**config.mk**
```make
export PLATFORM = sky130hd
export DESIGN_NAME = dram_cycle_decoder
export DESIGN_NICKNAME = d
export VERILOG_FILES = /design/src/rtl/dram_cyc_pkg.sv /design/src/rtl/dram_strobe_sync.sv /design/src/rtl/dram_ref_counter.sv /design/src/rtl/dram_dq_enable.sv /design/src/rtl/dram_cycle_decoder.sv
export SDC_FILE = /design/constraint.sdc
export NUM_CORES = 1
export LEC_CHECK = 0
export ABC_CLOCK_PERIOD_IN_PS = 1700
export BUFFER_PORTS_ARGS = -buffer_cell sky130_fd_sc_hd__buf_2
export CAP_MARGIN = 20
export CORE_ASPECT_RATIO = 1.25
export CORE_MARGIN = 3
export CORE_UTILIZATION = 51
export DETAILED_ROUTE_END_ITERATION = 12
export GPL_TIMING_DRIVEN = 0
export PLACE_DENSITY = 0.83
export SLEW_MARGIN = 10
export SYNTH_ARGS = -nofsm -noshare
export SYNTH_HDL_FRONTEND = slang
export SYNTH_SLANG_ARGS = --single-unit
```
**constraint.sdc**
```tcl
create_clock -name clk -period 1.7 [get_ports clk]
set_clock_uncertainty 0.05 [all_clocks]
set_input_delay 0.17 -clock clk [delete_from_list [all_inputs] [get_ports clk]]
set_output_delay 0.17 -clock clk [all_outputs]
set_load 0.03 [all_outputs]
```
**src/rtl/dram_cyc_pkg.sv**
```systemverilog
package dram_cyc_pkg;

    typedef enum logic [3:0] {
        OP_NONE     = 4'd0,
        OP_READ     = 4'd1,
        OP_WRITE    = 4'd2,
        OP_RDWR     = 4'd3,
        OP_PG_READ  = 4'd4,
        OP_PG_WRITE = 4'd5,
        OP_ROW_REF  = 4'd6,
        OP_CBR_REF  = 4'd7,
        OP_HID_REF  = 4'd8
    } cyc_op_e;

    // Strobe levels, 1 = pin high (inactive)
    typedef struct packed {
        logic ras;
        logic cas;
        logic we;
        logic oe;
    } strobe_t;

    function automatic strobe_t falls(input strobe_t prev, input strobe_t cur);
        return prev & ~cur;
    endfunction

    function automatic cyc_op_e pick(input logic page, input cyc_op_e first, input cyc_op_e later);
        return page ? later : first;
    endfunction

endpackage

```
**src/rtl/dram_strobe_sync.sv**
```systemverilog
module dram_strobe_sync
    import dram_cyc_pkg::*;
#(
    parameter int ADDR_W = 11,
    parameter int DATA_W = 8
) (
    input  logic              clk,
    input  logic              rst,
    input  strobe_t           pins,
    input  logic [ADDR_W-1:0] addr_i,
    input  logic [DATA_W-1:0] din_i,
    output strobe_t           lvl,
    output strobe_t           fall,
    output logic              ras_rise,
    output logic              oe_rise,
    output logic [ADDR_W-1:0] addr_o,
    output logic [DATA_W-1:0] din_o
);
    strobe_t cur_q, prev_q;

    always_ff @(posedge clk) begin
        if (rst) begin
            cur_q  <= '1;
            prev_q <= '1;
            addr_o <= '0;
            din_o  <= '0;
        end else begin
            cur_q  <= pins;
            prev_q <= cur_q;
            addr_o <= addr_i;
            din_o  <= din_i;
        end
    end

    assign lvl      = cur_q;
    assign fall     = falls(prev_q, cur_q);
    assign ras_rise = ~prev_q.ras & cur_q.ras;
    assign oe_rise  = ~prev_q.oe & cur_q.oe;
endmodule

```
**src/rtl/dram_ref_counter.sv**
```systemverilog
module dram_ref_counter #(
    parameter int W = 11
) (
    input  logic         clk,
    input  logic         rst,
    input  logic         adv,
    output logic [W-1:0] row
);
    always_ff @(posedge clk) begin
        if (rst)      row <= '0;
        else if (adv) row <= row + 1'b1;
    end
endmodule

```
**src/rtl/dram_dq_enable.sv**
```systemverilog
module dram_dq_enable (
    input  logic clk,
    input  logic rst,
    input  logic set_i,
    input  logic clr_i,
    output logic oe_o
);
    always_ff @(posedge clk) begin
        if (rst)        oe_o <= 1'b0;
        else if (set_i) oe_o <= 1'b1;
        else if (clr_i) oe_o <= 1'b0;
    end
endmodule

```
**src/rtl/dram_cycle_decoder.sv**
```systemverilog
module dram_cycle_decoder
    import dram_cyc_pkg::*;
#(
    parameter int ADDR_W = 11,
    parameter int DATA_W = 8
) (
    input  logic              clk,
    input  logic              rst,
    input  logic              ras_n,
    input  logic              cas_n,
    input  logic              we_n,
    input  logic              oe_n,
    input  logic [ADDR_W-1:0] addr,
    input  logic [DATA_W-1:0] din,
    output logic              cmd_valid,
    output logic [3:0]        cmd_op,
    output logic [ADDR_W-1:0] cmd_row,
    output logic [ADDR_W-1:0] cmd_col,
    output logic [DATA_W-1:0] cmd_wdata,
    output logic              dq_oe
);
    localparam int REF_W = ADDR_W;

    strobe_t           lvl, fl;
    logic              ras_up, oe_up;
    logic [ADDR_W-1:0] a_s;
    logic [DATA_W-1:0] d_s;
    logic [REF_W-1:0]  ref_row;
    logic              dq_q;

    dram_strobe_sync #(.ADDR_W(ADDR_W), .DATA_W(DATA_W)) u_sync (
        .clk(clk), .rst(rst),
        .pins({ras_n, cas_n, we_n, oe_n}),
        .addr_i(addr), .din_i(din),
        .lvl(lvl), .fall(fl), .ras_rise(ras_up), .oe_rise(oe_up),
        .addr_o(a_s), .din_o(d_s)
    );

    // Access state within one row-strobe low period
    logic [ADDR_W-1:0] row_q, row_n, col_q, col_n;
    logic open_q, open_n, seen_q, seen_n, pend_q, pend_n;
    logic rdone_q, rdone_n, pg_q, pg_n;

    logic              iss, ref_adv, oe_set, oe_clr;
    cyc_op_e           iop, op_q;
    logic [ADDR_W-1:0] irow, icol;

    dram_ref_counter #(.W(REF_W)) u_ref (
        .clk(clk), .rst(rst), .adv(ref_adv), .row(ref_row)
    );

    dram_dq_enable u_dq (
        .clk(clk), .rst(rst), .set_i(oe_set), .clr_i(oe_clr), .oe_o(dq_q)
    );

    always_comb begin
        row_n   = row_q;   col_n  = col_q;  open_n = open_q; seen_n = seen_q;
        pend_n  = pend_q;  rdone_n = rdone_q; pg_n  = pg_q;
        iss     = 1'b0;    iop    = OP_NONE;
        irow    = row_q;   icol   = col_q;
        ref_adv = 1'b0;    oe_set = 1'b0;
        oe_clr  = fl.cas | fl.we | oe_up | (lvl.ras & lvl.cas);
        if (fl.ras) begin
            if (!lvl.cas) begin
                iss     = 1'b1;
                iop     = dq_q ? OP_HID_REF : OP_CBR_REF;
                irow    = ref_row;
                icol    = '0;
                ref_adv = 1'b1;
                open_n  = 1'b0;
            end else begin
                row_n  = a_s;
                open_n = 1'b1;
                seen_n = 1'b0;
                pend_n = 1'b0;
                rdone_n = 1'b0;
            end
        end else if (ras_up) begin
            if (open_q && !seen_q) begin
                iss  = 1'b1;
                iop  = OP_ROW_REF;
                icol = '0;
            end
            open_n  = 1'b0;
            pend_n  = 1'b0;
            rdone_n = 1'b0;
        end else if (open_q) begin
            if (fl.cas) begin
                col_n   = a_s;
                icol    = a_s;
                seen_n  = 1'b1;
                pg_n    = seen_q;
                rdone_n = 1'b0;
                pend_n  = 1'b0;
                if (!lvl.we) begin
                    iss = 1'b1;
                    iop = pick(seen_q, OP_WRITE, OP_PG_WRITE);
                end else if (!lvl.oe) begin
                    iss     = 1'b1;
                    iop     = pick(seen_q, OP_READ, OP_PG_READ);
                    oe_set  = 1'b1;
                    rdone_n = 1'b1;
                end else begin
                    pend_n = 1'b1;
                end
            end else if (!lvl.cas) begin
                if (fl.we) begin
                    if (rdone_q) begin
                        iss     = 1'b1;
                        iop     = OP_RDWR;
                        rdone_n = 1'b0;
                    end else if (pend_q) begin
                        iss    = 1'b1;
                        iop    = pick(pg_q, OP_WRITE, OP_PG_WRITE);
                        pend_n = 1'b0;
                    end
                end else if (fl.oe && lvl.we && pend_q) begin
                    iss     = 1'b1;
                    iop     = pick(pg_q, OP_READ, OP_PG_READ);
                    oe_set  = 1'b1;
                    rdone_n = 1'b1;
                    pend_n  = 1'b0;
                end
            end
        end
    end

    always_ff @(posedge clk) begin
        if (rst) begin
            row_q <= '0; col_q <= '0; open_q <= 1'b0; seen_q <= 1'b0;
            pend_q <= 1'b0; rdone_q <= 1'b0; pg_q <= 1'b0;
            cmd_valid <= 1'b0; op_q <= OP_NONE;
            cmd_row <= '0; cmd_col <= '0; cmd_wdata <= '0;
        end else begin
            row_q <= row_n; col_q <= col_n; open_q <= open_n; seen_q <= seen_n;
            pend_q <= pend_n; rdone_q <= rdone_n; pg_q <= pg_n;
            cmd_valid <= iss;
            if (iss) begin
                op_q      <= iop;
                cmd_row   <= irow;
                cmd_col   <= icol;
                cmd_wdata <= d_s;
            end
        end
    end

    assign cmd_op = op_q;
    assign dq_oe  = dq_q;


    standby_off_chk: assert property (@(posedge clk) disable iff (rst)
        (lvl.ras && lvl.cas) |=> !dq_oe);

    cbr_issue_chk: assert property (@(posedge clk) disable iff (rst)
        (fl.ras && !lvl.cas) |=> (cmd_valid && (cmd_op == OP_CBR_REF || cmd_op == OP_HID_REF)));

    cbr_hiz_chk: assert property (@(posedge clk) disable iff (rst)
        (cmd_valid && cmd_op == OP_CBR_REF) |-> !dq_oe);

    read_drive_chk: assert property (@(posedge clk) disable iff (rst)
        (cmd_valid && (cmd_op == OP_READ || cmd_op == OP_PG_READ)) |-> dq_oe);

    write_off_chk: assert property (@(posedge clk) disable iff (rst)
        (cmd_valid && (cmd_op == OP_WRITE || cmd_op == OP_PG_WRITE)) |-> !dq_oe);

    rdwr_off_chk: assert property (@(posedge clk) disable iff (rst)
        (cmd_valid && cmd_op == OP_RDWR) |-> !dq_oe);

    hidden_hold_chk: assert property (@(posedge clk) disable iff (rst)
        (cmd_valid && cmd_op == OP_HID_REF) |-> dq_oe);

    op_nonzero_chk: assert property (@(posedge clk) disable iff (rst)
        cmd_valid |-> (cmd_op != OP_NONE));
endmodule

```
After elaboration in Yosys (flattened, before gate mapping)
Cells that the tools add are included.
{"block": "word_totals", "ff_bits": 101, "inputBits": 25, "output_inout_bits": 36, "word_cells": 131}
{"block": "classes", "add_sub_neg": 1, "n_eq_ne": 4, "n_mux": 74, "n_bitwise": 12, "reduce_logical": 16}
{"op": "$mux W11", "count": 8}
{"op": "$mux W1", "count": 48}
{"op": "$mux W4", "count": 8}
{"op": "$mux W3", "count": 10}
{"op": "$reduce_and A4 Y1", "count": 3}
{"op": "$add A11 B1 Y11 const B", "count": 1}
{"op": "$reduce_bool A2 Y1", "count": 4}
{"op": "$ne A5 B5 Y1 const B", "count": 1}
{"op": "$reduce_and A5 Y1", "count": 1}
{"op": "$reduce_bool A5 Y1", "count": 1}
{"op": "$and A4 B4 Y4", "count": 1}
{"op": "$ne A4 B4 Y1 const B", "count": 1}
{"op": "$not A1 Y1", "count": 4}
{"op": "$not A4 Y4", "count": 1}
{"op": "$reduce_and A2 Y1", "count": 2}
{"op": "$and A1 B1 Y1", "count": 3}
{"op": "$logic_and A1 B1 Y1", "count": 3}
{"op": "$or A1 B1 Y1", "count": 3}
{"op": "$reduce_bool A3 Y1", "count": 1}
{"op": "$ne A2 B1 Y1 const B", "count": 1}
{"op": "$ne A2 B2 Y1 const B", "count": 1}
{"op": "$logic_not A1 Y1", "count": 1}

Depth between registers and ports, before layout
Gate-level depths: netlist of the first run.
{"block": "depth", "depth_word": 12, "ltp_mapped": 9, "ltp_nobuf": 6}

By module
Synthesis of the first run repeated with hierarchy kept, for this count alone.
{"block": "unflattened", "hier_cells": 459, "hier_area_um2": 4007.6}
{"module": "dram_cycle_decoder", "instances": 1, "cells_each": 338, "area_per_inst_um2": 2683.8, "seq_area_each_um2": 1241.2}
{"module": "dram_strobe_sync", "instances": 1, "cells_each": 62, "area_per_inst_um2": 772.0, "seq_area_each_um2": 540.5}
{"module": "dram_ref_counter", "instances": 1, "cells_each": 55, "area_per_inst_um2": 513.0, "seq_area_each_um2": 220.2}
{"module": "dram_dq_enable", "instances": 1, "cells_each": 4, "area_per_inst_um2": 38.8, "seq_area_each_um2": 20.0}

Least setup slack after synthesis of the first run
Ideal clock, no wire load.
{"block": "synth_timing", "path_kind": "register to register", "start": "register u_sync.cur_q (netlist bit u_sync.lvl[3])", "end": "register cmd_col[10]", "setup_time_ns": 0.086, "arrival_ns": 1.634, "setup_slack_ns": -0.070, "path_stages_with_launch": 9, "n_path_buf": 2, "cell_sequence": "dfxtp_1 > inv_1 > ha_1 > buf_2 > nor4b_4 > and2_2 > buf_6 > a32oi_1 > a211oi_1"}
{"block": "synth_via", "elab_chain_len": 3}
{"element": "start: declaration", "line_no": "dram_strobe_sync.sv:19", "source": "strobe_t cur_q, prev_q;"}
{"element": "start signal: assignment", "line_no": "dram_strobe_sync.sv:28", "source": "cur_q <= pins;"}
{"element": "$and A1 B1 Y1 / $not A4 Y4 (equally long branches)", "line_no": "dram_strobe_sync.sv:37, dram_cyc_pkg.sv:24"}
{"element": "$mux W11, or another cell as far along", "line_no": "dram_cycle_decoder.sv:78", "source": "end else if (ras_up) begin"}
{"element": "$mux W11 / $mux W1 (equally long branches)", "line_no": "dram_cycle_decoder.sv:63", "source": "if (fl.ras) begin"}
{"element": "end signal: assignment", "line_no": "dram_cycle_decoder.sv:141", "source": "cmd_col <= icol;"}
{"element": "end: declaration", "line_no": "dram_cycle_decoder.sv:18", "source": "output logic [ADDR_W-1:0] cmd_col,"}
Several ways; a longest one is shown, not always the timed one.
A chain may end at the register's enable or synchronous reset.

Worst setup path after layout of the first run
{"block": "layout_timing", "start": "register u_sync.prev_q[3] in the netlist's numbering", "end": "register cmd_col[10]"}
{"block": "layout_via", "elab_chain_len": 4}
{"element": "start: declaration", "line_no": "dram_strobe_sync.sv:19"}
{"element": "start signal: assignment", "line_no": "dram_strobe_sync.sv:29", "source": "prev_q <= cur_q;"}
{"element": "$not A1 Y1", "line_no": "dram_strobe_sync.sv:37", "source": "assign ras_rise = ~prev_q.ras & cur_q.ras;"}
{"element": "$and A1 B1 Y1", "line_no": "dram_strobe_sync.sv:37"}
{"element": "$mux W11 / $mux W1 (equally long branches)", "line_no": "dram_cycle_decoder.sv:78"}
{"element": "$mux W11 / $mux W1 (equally long branches)", "line_no": "dram_cycle_decoder.sv:63"}
Several ways; a longest one is shown, not always the timed one.

==> results.yml, run 1 <==
outcome:
  outcome: "complete, but fails checks"
  violations: "setup timing"
setup_path:
  end_kind: "flop"
  critPathArrivalTime_ps: 2140
  critPathMaxStageDelay_ps: 390
  path_depth: 8
  critPathSlowestCell: "dfxtp_4"
  worstReg2RegEnd: "cmd_col[10]"
  critPathLaunch: "u_sync.prev_q[3]"
  path_delay_family: "simple AND/OR/NAND/NOR gates"
  worstPathCellList: "inv_2 -> ha_4 -> buf_6 -> nor4b_4 -> and2_4 -> buf_6 -> a32oi_2 -> a211oi_2"
  r2r-start: "u_sync.prev_q[3]"
  crit_path_end: "cmd_col[10]"
  path_buf_inv: 3
  crit_path_frequent_cell: "buf_6"
  r2r_slack_ps: -200
  critPathLaunchType: "flop"
  crit_required_ps: 1930
  rr_worst_depth: 8
  path_class: "flop to flop"
  crit_path_max_fanout: 5
pwr:
  power.density_mw_per_mm2: 796
  irDropWorstVdd_mv: 0.541
  leakage_uw: 0.00216
  power_uw: 4770
drt:
  drt_pass1_iterations: 5
  vias: 4286
  wl_per_cell_um: 19.7
  viasPerCell: 6.18
  drt_iter0_markers: 383
  final_antenna_net_count: 0
  wl_um: 13700
  drc_errors: 0
global_route:
  met1_usage_pct: 31.0
  top_usage_layer: "met2"
  grt_max_degree: 19
  use_met2_pct: 46.4
  grt_pass1_wl_um: 19800
  use_met3_pct: 5.03
  antenna_found_initial: 0
  grt_overflow_total: 0
  grt_pass1_vias: 4054
  track_usage_pct: 26.6
clocking:
  clkSinkCount: 101
  clkTransAtPathRegs_ps: 100
  cts_tree: "done"
  cts_root_buffer: "clkbuf_8"
  cts_buffers: 9
  cts_buffer_depth: 2
  cts_max_level: 3
  clock_latency_ps: 390
floorplan:
  coreArea_mm2: 0.00797
  fp-row-count: 36
  pin_count: 61
  die_w_um: 88.0
  die_y_um: 109
  start_util_pct: 53.8
  die_area_mm2: 0.00955
timing:
  max-slew-margin-rel_pct: 51.0
  tightest_slew_ps: 734
  post-route-period-util_pct: 112
  finalMaxSlewViolations: 0
  rsz0062_at_grt: "yes"
  setup_slack_ps: -201
  clock.fmax_ghz: 0.526
  min_period_ps: 1900
  finalSetupTns_ps: -4120
  finalHoldViolCount: 0
  setup_viol: 42
layout:
  final_cell_mix: "dfxtp_1 (93), nand2_1 (75), buf_2 (63), a21oi_1 (37), a211oi_2 (34)"
  drive_above_1_share_pct: 38.2
  ff_latch_area_mm2: 0.00204
  fillers: 497
  multi_input_area_mm2: 0.00250
  fin_cells: 694
  syn_to_final_growth_pct: 39.6
  n_antenna_cell: 0
  final_nets: 622
  final_common_cell: "dfxtp_1"
synth:
  synth_nets: 502
  synthArstFlopShare_pct: 0
  synth_edf_count: 0
  syn_inst: 474
  yosys.cell_types.count: 58
  yosysSeqAreaShare_pct: 47.1
  ys_ff_latch: 101
  synthFlopType: "dfxtp_1"
  synth_area_mm2: 0.00429
  avgSynthCellArea_um2: 9.05
  synth_warnings: 0
placement:
  placedCellCount: 628
  port_buffers: 59
  place_hpwl_um: 7610
  pre_cts_ws_ps: -344
  gp_congestion: 0.921
job:
  maxCapViolCount: 0
min_path:
  hp-class: "input port to flop"
-- where the power goes --
group / switching (µW) / internal (µW) / total [µW]
Combinational: 332 / 265 / 597
Sequential: 67.6 / 2440 / 2500
Clock: 918 / 750 / 1670
-- stage by stage --
stage                     instance area (µm²)  utilization, %  hold slack, ps
after floorplan                          4330               -             224
after global placement                   4740            59.5             301
after detailed placement                 4740            59.5             309
after CTS                                5550            69.6             172
after global routing                     5990            75.1             189
final                                    5990            75.1             181
-- synth_stat cells (3+ instances only) --
master,instances,area (µm²)
a211oi_1,36,270
a21oi_1,38,190
a311oi_1,12,105
a31oi_1,3,18.8
a32oi_1,11,96.3
and2_1,3,18.8
and4_1,3,26.3
buf_2,19,95.1
clkbuf_1,15,56.3
dfxtp_1,101,2020
ha_1,3,37.5
inv_1,6,22.5
nand2_1,77,289
nand2b_1,5,31.3
nand3b_1,3,22.5
nand4_1,5,31.3
nor2_1,19,71.3
nor2b_1,26,163
nor3b_1,3,22.5
o211ai_1,20,150
o21ai_0,7,35.0
or2_2,8,50.1
xnor2_1,4,35.0
xor2_1,5,43.8
-- flip-flops by register name, indices dropped and copies added (netlist names), 4 cells and up --
name	cells
u_sync.prev_q	4
u_sync.din_o	8
u_sync.lvl	4
cmd_col	11
col_q	11
cmd_wdata	8
u_sync.addr_o	11
u_ref.row	11
cmd_op	4
cmd_row	11
row_q	11
-- layer usage --
metal  wire, µm  vias to the layer above  share of wire [%]
li1           -                     1961                  -
met1       5190                     2023                 38
met2       6880                      242                 50
met3        965                       60                7.1
met4        637                        0                4.7
met5          0                        -                  0
-- timing repair --
item,in CTS,in global routing
gates resized for setup,56,87
hold buffers,23,0
endpoints found under the hold margin,23,0
endpoints found under the setup margin,39,68
gates cloned,3,2
buffers inserted,15,12
pin swaps,10,52
-- worst min path at each step --
stage	startpoint	to	slack (ps)	cells after the start
after floorplan	ras_n	u_sync.lvl[3]	220	1
after global placement	oe_n	u_sync.lvl[0]	300	2
after detailed placement	cas_n	u_sync.lvl[2]	310	2
after CTS	rst	cmd_valid	170	2
after global routing	rst	cmd_valid	190	2
final	rst	cmd_valid	180	2
-- kinds of logic after synthesis --
family	after synthesis	share of synthesized area [%]
AND/OR/NAND/NOR	174	21.4
AO/OA/AOI/OAI	141	23.5
adder cells (fa/ha/maj)	3	0.875
multiplexers	1	0.233
XOR/XNOR	9	1.84
buffers and inverters	45	5.02
flip-flops	101	47.1
-- cell type report --
cell class	count	area share, %
tap	95	1.98
timing repair buffer	111	13.6
sequential	101	34.0
multi-input combinational	328	41.8
inverter	7	0.543
buffer	35	4.35
clock buffer	10	2.30
clock inverter	6	1.30
timing repair inverter	1	0.125
Power figures use the tool's default switching activity.
==> inputs of run 2 (changes only) <==
--- a/config.mk
+++ b/config.mk
@@ -7,7 +7,6 @@
 export LEC_CHECK = 0
 export ABC_CLOCK_PERIOD_IN_PS = 1700
 export BUFFER_PORTS_ARGS = -buffer_cell sky130_fd_sc_hd__buf_2
-export CAP_MARGIN = 20
 export CORE_ASPECT_RATIO = 1.25
 export CORE_MARGIN = 3
 export CORE_UTILIZATION = 51
==> constraint.sdc (replaced) <==
create_clock -name clk -period 1.7 [get_ports clk]
set_clock_uncertainty 0.05 [all_clocks]
set_input_delay 0.17 -clock clk [delete_from_list [all_inputs] [get_ports clk]]
set_output_delay 0.17 -clock clk [all_outputs]
set_load 0.005 [all_outputs]
==> run 2 against run 1 <==
Against the previous run: the run still ends with setup timing left; power shrank 6.1%; worst setup slack gained 15 ps; global-route usage shrank 1.6 points; final cell count shrank 0.86%; die area is the same; flip-flop and latch count is the same; critical path depth grew 2; register-to-register slack is essentially flat.
==> results.yml, run 2 (synthesis results as in run 1) <==
outcome:
  outcome: "complete, but fails checks"
  violations: "setup timing"
clocking:
  clkSinkCount: 101
  cts_max_level: 3
  clkTransAtPathRegs_ps: 100
  cts_tree: "done"
  cts_buffers: 9
  cts_buffer_depth: 2
  clock_latency_ps: 380
  cts_root_buffer: "clkbuf_8"
drt:
  dr_wl_met2_um: 6640
  wl_per_cell_um: 19.0
  drt_iter0_markers: 429
  dr_wl_met3_um: 832
  final_antenna_net_count: 0
  drc_errors: 0
  viasPerCell: 6.09
  dr.max_layer_used: "met4"
  wl_um: 13100
  drt_pass1_iterations: 6
  wl_met1_um: 5140
  vias: 4193
setup_path:
  rr_worst_depth: 10
  path_class: "flop to flop"
  end_kind: "flop"
  r2r-start: "u_sync.lvl[3]"
  critPathArrivalTime_ps: 2120
  worstReg2RegEnd: "cmd_col[10]"
  r2r_slack_ps: -190
  crit_path_max_fanout: 10
  critPathLaunchType: "flop"
  crit_required_ps: 1940
timing:
  rsz0062_at_grt: "yes"
  tightest_slew_ps: 784
  clock.fmax_ghz: 0.530
  finalHoldViolCount: 0
  setup_viol: 40
  finalMaxSlewViolations: 0
  min_period_ps: 1890
  setup_slack_ps: -186
  max-slew-margin-rel_pct: 47.8
  post-route-period-util_pct: 111
global_route:
  grt_overflow_total: 0
  grt_max_degree: 18
  grt_pass1_wl_um: 18700
  grt_pass1_vias: 3952
  antenna_found_initial: 0
  track_usage_pct: 25.0
pwr:
  pwr-share-comb_pct: 11.6
  irDropWorstVdd_mv: 0.449
  power_uw: 4480
  leakage_uw: 0.00210
  power.density_mw_per_mm2: 770
  net-switching-power_uw: 1210
  p_clk_share_pct: 32.5
  seqPwrFrac_pct: 55.9
  swShare_pct: 27.1
  intPower_uw: 3260
layout:
  drive_above_1_share_pct: 35.6
  syn_to_final_growth_pct: 35.6
  n_antenna_cell: 0
  final_cell_mix: "dfxtp_1 (95), nand2_1 (76), buf_2 (65), a21oi_1 (38), a211oi_2 (25)"
  final_common_cell: "dfxtp_1"
  final_nets: 617
placement:
  pre_cts_ws_ps: -376
  port_buffers: 59
  gp_congestion: 0.938
  place_hpwl_um: 7700
min_path:
  hp-class: "input port to flop"
  worstHoldStart: "rst"
  holdPathEnd: "cmd_valid"
  whs_path_depth: 2
floorplan:
  pin_count: 61
  die_y_um: 109
  die_area_mm2: 0.00955
  die_w_um: 88.0
  start_util_pct: 53.8
  fp-row-count: 36
  coreArea_mm2: 0.00797
job:
  maxCapViolCount: 0
[run 2: cell count changes in the layout (fill, tap and decap cells not counted), sizes merged]
cell / change
buf: -6
clkbuf: +2
bufinv: -1
clkinv: +1
clkinvlp: -1
inv: -1
[run 2: metrics by stage]
step	cells	TNS (ps)	area (µm²)	hold WS (ps)	util [%]
after global routing	688	-7660	5820	240	73.0
after detailed placement	628	-7590	4740	307	59.4
final	688	-4410	5820	238	73.0
after floorplan	474	-26.3	4330	224	-
after global placement	628	-6340	4740	302	59.4
after CTS	682	-2840	5450	176	68.3
[run 2: layout make-up]
class                           count  area [µm²]
Buffer                             36         241
Clock buffer                       10         138
Clock inverter                      5        43.8
Fill cell                         525        2160
Inverter                            7        26.3
Multi-Input combinational cell    328        2480
Sequential cell                   101        2030
Tap cell                           95         119
Timing Repair Buffer              106         738
[run 2: how the worst max path moves through the flow]
stage,start,end,slack (ps),depth (start not counted)
4_1_cts,u_sync.prev_q[3],cmd_row[2],-120,9
5_1_grt,u_sync.lvl[3],cmd_row[4],-270,7
6_report,u_sync.lvl[3],cmd_col[10],-190,10
2_1_floorplan,u_sync.lvl[3],cmd_wdata[0],-3,8
3_3_place_gp,u_sync.prev_q[3],cmd_row[9],-270,7
3_5_place_dp,u_sync.prev_q[3],cmd_row[6],-380,7
[run 2: critical path: stages (launching register included)]
cell	delay (ps)
dfxtp_2	370
inv_2	50
ha_4	160
buf_6	120
nor2b_1	120
buf_4	170
nor2_4	150
o21ai_4	80
buf_12	150
buf_12	150
a211oi_1	220
[run 2: per-layer routing]
metal,vias up,global-route usage (%)
li1,1941,-
met1,1998,29.8
met2,200,43.2
met3,54,5.34
met4,0,10.3
met5,-,0
[run 2: timing repair]
action / 4_1_cts / 5_1_grt
buffers inserted: 13 / 9
gates resized for setup: 43 / 65
pin swaps: 18 / 24
hold buffers: 23 / 0
setup endpoints to repair: 39 / 65
endpoints found under the hold margin: 23 / 0
gates cloned: 3 / 0
[run 2: power by group through the flow]
stage                     combinational (µW)  clock [µW]  sequential (µW)
final                                    520        1460             2500
after CTS                                440        1450             2490
after global routing                     557        1560             2510
after detailed placement                 350           0             2540
after floorplan                          236           0             2530
after global placement                   340           0             2540
